==> src/rtl/lcc_pkg.sv <==
`timescale 1ns/1ps
// Shared widths and state codes for the life cycle register codec.
package lcc_pkg;
    localparam int CODE_W     = 5;
    localparam int NUM_SLICES = 6;
    localparam int REG_W      = 32;
    localparam int ID_W       = 2;
    localparam int NIB_W      = 4;

    localparam logic [CODE_W-1:0] ST_RAW       = 5'd0;
    localparam logic [CODE_W-1:0] ST_TEST_LAST = 5'd15;
    localparam logic [CODE_W-1:0] ST_RMA       = 5'd19;
    localparam logic [CODE_W-1:0] ST_SCRAP     = 5'd20;
    localparam logic [CODE_W-1:0] ST_INVALID   = 5'd23;
    localparam logic [CODE_W-1:0] CNT_LIMIT    = 5'd24;
endpackage

==> src/rtl/lcc_status_view.sv <==
`timescale 1ns/1ps
// Builds the effective state and the replicated state and count images.
// Assumes the input codes are already decoded; only saturation rules apply here.
module lcc_status_view
    import lcc_pkg::*;
#(
    parameter int CW = CODE_W,
    parameter int NS = NUM_SLICES,
    parameter int RW = REG_W
) (
    input  logic [CW-1:0] state_i,
    input  logic [CW-1:0] count_i,
    input  logic          count_ok_i,
    input  logic          post_i,
    output logic [CW-1:0] eff_state_o,
    output logic [RW-1:0] state_word_o,
    output logic [CW-1:0] count_o
);
    localparam int FILL_W = NS * CW;

    logic cnt_trusted;

    // Choose the state reported to software after the invalid and limit overrides.
    always_comb begin
        cnt_trusted = count_ok_i && (count_i <= CW'(CNT_LIMIT));
        if (state_i > CW'(ST_INVALID))
            eff_state_o = CW'(ST_INVALID);
        else if (count_ok_i && count_i == CW'(CNT_LIMIT) && state_i <= CW'(ST_SCRAP))
            eff_state_o = CW'(ST_SCRAP);
        else
            eff_state_o = state_i;
    end

    // Copy the effective code into every slice of the register.
    for (genvar s = 0; s < NS; s++) begin : g_slice
        assign state_word_o[s*CW +: CW] = eff_state_o;
    end
    if (RW > FILL_W) begin : g_pad
        assign state_word_o[RW-1:FILL_W] = '0;
    end

    // Saturate the count to all ones when it is untrusted or mid-transition.
    always_comb begin
        count_o = (cnt_trusted && !post_i) ? count_i : '1;
    end
endmodule

==> src/rtl/lcc_vtest_gate.sv <==
`timescale 1ns/1ps
// Gates the vendor test word by state: open in raw, test and return states.
// Assumes eff_state_i has already been through the status overrides.
module lcc_vtest_gate
    import lcc_pkg::*;
#(
    parameter int CW = CODE_W,
    parameter int RW = REG_W
) (
    input  logic [CW-1:0] eff_state_i,
    input  logic [RW-1:0] vtest_i,
    output logic [RW-1:0] vtest_o
);
    logic open_st;

    // Decide whether the current state allows vendor test control.
    always_comb begin
        open_st = (eff_state_i <= CW'(ST_TEST_LAST)) || (eff_state_i == CW'(ST_RMA));
        vtest_o = open_st ? vtest_i : '0;
    end
endmodule

==> src/rtl/lcc_id_view.sv <==
`timescale 1ns/1ps
// Expands the 2-bit identity code into a word of repeated nibbles.
// Codes 2 and 3 both map to the invalid pattern.
module lcc_id_view
    import lcc_pkg::*;
#(
    parameter int IW = ID_W,
    parameter int NW = NIB_W,
    parameter int RW = REG_W
) (
    input  logic [IW-1:0] id_i,
    output logic [RW-1:0] id_word_o
);
    localparam int NUM_NIB = RW / NW;

    logic [NW-1:0] nib;

    // Map the identity code to its nibble value.
    always_comb begin
        case (id_i)
            2'd0:    nib = NW'(0);
            2'd1:    nib = NW'(1);
            default: nib = NW'(2);
        endcase
    end

    for (genvar n = 0; n < NUM_NIB; n++) begin : g_nib
        assign id_word_o[n*NW +: NW] = nib;
    end
endmodule

==> src/rtl/lcc_target_dec.sv <==
`timescale 1ns/1ps
// Checks a software target word for slice agreement and range, then registers it.
// Assumes one write strobe per cycle; with no strobe the outputs hold.
module lcc_target_dec
    import lcc_pkg::*;
#(
    parameter int CW = CODE_W,
    parameter int NS = NUM_SLICES,
    parameter int RW = REG_W
) (
    input  logic          clk,
    input  logic          rst_n,
    input  logic          wr_i,
    input  logic [RW-1:0] word_i,
    output logic [CW-1:0] state_o,
    output logic          ok_o
);
    localparam int FILL_W = NS * CW;

    logic [CW-1:0] base;
    logic          agree;
    logic          word_ok;

    // Compare every slice against slice 0 and check range and padding.
    always_comb begin
        base  = word_i[CW-1:0];
        agree = 1'b1;
        for (int s = 1; s < NS; s++) begin
            if (word_i[s*CW +: CW] != base) agree = 1'b0;
        end
        word_ok = agree && (base <= CW'(ST_SCRAP));
        if (RW > FILL_W) begin
            if (word_i[RW-1:FILL_W] != '0) word_ok = 1'b0;
        end
    end

    // Register the decode result on each write strobe.
    always_ff @(posedge clk) begin
        if (!rst_n) begin
            state_o <= '0;
            ok_o    <= 1'b0;
        end else if (wr_i) begin
            state_o <= word_ok ? base : '0;
            ok_o    <= word_ok;
        end
    end
endmodule

==> src/rtl/lcc_csr_codec.sv <==
`timescale 1ns/1ps
// Top of the redundant life cycle register codec: combinational status views
// plus a registered target decoder. Assumes the inputs are already synchronous.
module lcc_csr_codec
    import lcc_pkg::*;
#(
    parameter int CW = CODE_W,
    parameter int NS = NUM_SLICES,
    parameter int RW = REG_W,
    parameter int IW = ID_W,
    parameter int NW = NIB_W
) (
    input  logic          clk,
    input  logic          rst_n,
    input  logic [CW-1:0] state_i,
    input  logic [CW-1:0] count_i,
    input  logic          count_ok_i,
    input  logic          post_xfer_i,
    input  logic [IW-1:0] id_i,
    input  logic [RW-1:0] vtest_i,
    input  logic          tgt_wr_i,
    input  logic [RW-1:0] tgt_word_i,
    output logic [RW-1:0] state_word_o,
    output logic [CW-1:0] count_o,
    output logic [RW-1:0] id_word_o,
    output logic [RW-1:0] vtest_o,
    output logic [CW-1:0] tgt_state_o,
    output logic          tgt_ok_o
);
    logic [CW-1:0] eff_state;

    lcc_status_view #(.CW(CW), .NS(NS), .RW(RW)) u_status (
        .state_i      (state_i),
        .count_i      (count_i),
        .count_ok_i   (count_ok_i),
        .post_i       (post_xfer_i),
        .eff_state_o  (eff_state),
        .state_word_o (state_word_o),
        .count_o      (count_o)
    );

    lcc_vtest_gate #(.CW(CW), .RW(RW)) u_gate (
        .eff_state_i (eff_state),
        .vtest_i     (vtest_i),
        .vtest_o     (vtest_o)
    );

    lcc_id_view #(.IW(IW), .NW(NW), .RW(RW)) u_id (
        .id_i      (id_i),
        .id_word_o (id_word_o)
    );

    lcc_target_dec #(.CW(CW), .NS(NS), .RW(RW)) u_tgt (
        .clk     (clk),
        .rst_n   (rst_n),
        .wr_i    (tgt_wr_i),
        .word_i  (tgt_word_i),
        .state_o (tgt_state_o),
        .ok_o    (tgt_ok_o)
    );
endmodule

==> config.mk <==
export PLATFORM = sky130hd
export DESIGN_NAME = lcc_csr_codec
export DESIGN_NICKNAME = d
export VERILOG_FILES = /design/src/rtl/lcc_pkg.sv /design/src/rtl/lcc_status_view.sv /design/src/rtl/lcc_vtest_gate.sv /design/src/rtl/lcc_id_view.sv /design/src/rtl/lcc_target_dec.sv /design/src/rtl/lcc_csr_codec.sv
export SDC_FILE = /design/constraint.sdc
export NUM_CORES = 1
export LEC_CHECK = 0
export CAP_MARGIN = 20
export CELL_PAD_IN_SITES_DETAIL_PLACEMENT = 1
export CELL_PAD_IN_SITES_GLOBAL_PLACEMENT = 1
export CORE_ASPECT_RATIO = 1.2
export CORE_MARGIN = 5
export CORE_UTILIZATION = 13
export CTS_BUF_LIST = sky130_fd_sc_hd__clkbuf_16
export CTS_CLUSTER_DIAMETER = 120
export DETAILED_ROUTE_END_ITERATION = 16
export PLACE_DENSITY = 0.84
export SYNTH_ARGS = -nofsm -noshare
export SYNTH_HDL_FRONTEND = slang
export SYNTH_SLANG_ARGS = --single-unit
==> constraint.sdc <==
create_clock -name clk -period 1.85 [get_ports clk]
set_input_delay 0.2775 -clock clk [delete_from_list [all_inputs] [get_ports clk]]
set_output_delay 0.2775 -clock clk [all_outputs]
set_load 0.01 [all_outputs]
==> results by group <==
Timing
  • Final setup margin: -165 ps
  • Fmax achieved: between 400 and 500 MHz
  • RSZ-0062 raised after global routing: yes
  • Slew Viols, Final: 0
  • Final TNS setup: -6660 ps
  • Hold slack: between 400 and 500 ps
  • Final Cycle Share: 1.09
  • Final setup fails: 61
  • Hold Fails Final Rpt: 0
  • Max Clock Skew: 0 ps
  • Minimum clock period: approximately 2000 ps

Worst setup path
  • Startpoint of the worst register-to-register path: u_tgt.state_o[1]$_SDFFE_PN0P_
  • Max FO, Critical Path: 6
  • Worst Setup End Kind: output pin
  • Worst path bufs/invs: 4
  • R2R Path End: u_tgt.state_o[1]$_SDFFE_PN0P_
  • R2r setup slk: roughly 1300 ps
  • CP delay by family, top: compound AO/OA/AOI/OAI gates
  • Worst EP required: 1570 ps
  • Worst Setup Start Kind: input pin
  • Top cell by count, worst path: buf_6
  • Worst r2r path cells: 2
  • Critical path arrival: 1740 ps
  • Crit path cell chain: buf_6 > or3_4 > a211oi_4 > buf_4 > buf_6 > nand2_4 > a22o_4 > buf_2
  • Crit-path max cell delay: just over 400 ps
  • Critical-path top delay cell: or3_4
  • Crit Path Class: input pin to output pin

Cells and area
  • Share of cells above drive strength 1: 0.427
  • Fillers: 1073
  • Finished Layout Cells: about 460
  • Diode count: 0
  • Final Core Density: 0.342
  • Design Area, Final: 0.00312 mm2
  • Area grow syn2layout: 155%
  • Nets@finish: 420

Yosys
  • Post-Syn Area: 0.00122 mm2
  • Yosys cell types: 32
  • Top cells by area, synth: buf_4, and2_1, dfxtp_1
  • FF+latch count, synth: 6
  • Synth Warn #: 0
  • Top_reg_cell synth: dfxtp_1
  • Post-synth top area cell: buf_4
  • Register area share after synthesis: 0.0981
  • Synth top cells by count: buf_4, and2_1, nand2_1, nand3_1, nand4_1
  • Post-synth top area share: 0.349
  • Ys async rst share: 0
  • Cells after Synth: around 180
  • Count leader, synth: buf_4
  • Post-synth EDFFs: 0
  • Syn Area/Cell: about 7 um2

Routing
  • Routed len/inst: approximately 16 um
  • Vias: around 1800
  • Drt drc: 0
  • Detailed Route Iter0 Violations: 11
  • DR pass1 iterations: 4
  • Final ANT Viol Nets: 0
  • Via-per-instance ratio: just under 4
  • DRT Wirelength: around 7400 um

Die
  • Row count: 38
  • Core Box Area: just over 0.009 mm2
  • Die width: roughly 100 um
  • Chip Height: between 100 and 150 um
  • Io pins: between 150 and 200
  • Initial core utilization: 0.134
  • DIE AREA: approximately 0.011 mm2

Clocking
  • Clock transition at the registers of the reported paths: 30 ps
  • Clock latency at the later pin of the worst-skew pair: 230 ps
  • CTS buffer count: 3
  • CTS sink cnt: 6
  • Clk Tree Root Cell: clkbuf_16
  • CTS tree: built
  • Clock tree buffer depth: 2
  • Htree depth: 1

Min path
  • Hold_sp: u_tgt.state_o[2]$_SDFFE_PN0P_
  • Min-Delay Path Depth: 2
  • Worst hold path type: flop to flop
  • Hold worst-path end: u_tgt.state_o[2]$_SDFFE_PN0P_

Pwr
  • Design Power: roughly 1.2 mW
  • Pleak: between 1 and 1.5 nW
  • Worst vdd ir: 282 uV
  • Power per cell area: ~370 mW/mm2

Global route
  • Gr ovfl total: 0
  • Vias in the first global route: ~2000
  • Initial antenna violation count: 0
  • Tot GR Track Use: 0.121
  • First-pass GRT wire length: about 11000 um
  • Largest net degree at the start of global routing: 17

Status
  • Failing checks: negative setup slack
  • Status: finished, violations left

Place
  • # port buffers: ~170
  • Placed insts: between 400 and 500
  • Area after DPL: 0.00287 mm2
  • DP HPWL: around 6000 um
  • Dpl ws: -1180 ps
  • GPL Wtd Cong: around 0.80

Flow run
  • MaxCap Viol Count: 0
[registers in the layout (all words and copies together), names as in the netlist]
| name | flops |
|---|---|
| u_tgt.ok_o | 1 |
| u_tgt.state_o | 5 |
[area by class of cell]
| class | count | area [um2] | area share |
|---|---|---|---|
| Multi-Input combinational cell | 122 | 867 | 0.278 |
| Timing Repair Buffer | 204 | 1900 | 0.609 |
| Tap cell | 120 | 150 | 0.0481 |
| Sequential cell | 6 | 120 | 0.0385 |
| Clock buffer | 3 | 75.1 | 0.0240 |
| Inverter | 2 | 7.51 | 0.00240 |
[worst max path at each step]
stage          cells past startpoint  slack, ps          endpoint       start
4_1_cts                            6        -90        vtest_o[6]  state_i[3]
5_1_grt                            8       -220  state_word_o[25]  count_i[1]
3_5_place_dp                       6      -1180       vtest_o[15]  state_i[3]
2_1_floorplan                      5         40  state_word_o[10]  count_i[0]
6_report                           8       -160  state_word_o[16]  count_i[1]
3_3_place_gp                       6      -1110       vtest_o[19]  state_i[3]
[power by group]
group	internal, mW	switching, mW	leakage (nW)
Sequential	0.130	0.000000000175	0.0483
Clock	0.278	0.0783	0.0370
Combinational	0.401	0.264	1.39
Total	0.809	0.342	1.47
[cells in the final DEF (no fill, tap or decap), drive strengths merged, types with 6 or more instances in the layout]
| cell | count |
|---|---|
| and2 | 32 |
| buf | 102 |
| clkdlybuf4s50 | 79 |
| conb | 18 |
| dfxtp | 6 |
| dlygate4sd2 | 9 |
| dlymetal6s2s | 11 |
| nand2 | 8 |
| nand3 | 8 |
| nand4 | 8 |
| o21ai | 7 |
| or3 | 8 |
[tightest hold or removal path: stages, from the launching register on]
cell and delay, ps:
dfxtp_1 300, nand2_1 50, o21ai_1 50
[metal layers]
layer  global-route usage  share of wire  routed length (um)  vias up
li1                     -              -                   -      846
met1                0.129           0.40                2950      806
met2                0.221           0.47                3460      148
met3               0.0484           0.12                 921        6
met4               0.0355          0.011                  79        0
met5                    0              0                   0        -
[repair_timing]
| item | 4_1_cts | 5_1_grt |
|---|---|---|
| gates cloned | 2 | 0 |
| hold buffers | 0 | 0 |
| setup buffers | 6 | 8 |
| pin swaps | 30 | 10 |
| setup endpoints to repair | 69 | 71 |
| resized for setup | 327 | 46 |
[kinds of logic after synthesis]
kind of cell	share of synthesized area
AND/OR/NAND/NOR	0.383
buffers and inverters	0.374
AO/OA/AOI/OAI	0.0981
flip-flops	0.0981
XOR/XNOR	0.0358
multiplexers	0.00817
other	0.00306
No activity file was read; power rests on OpenSTA's default activity.
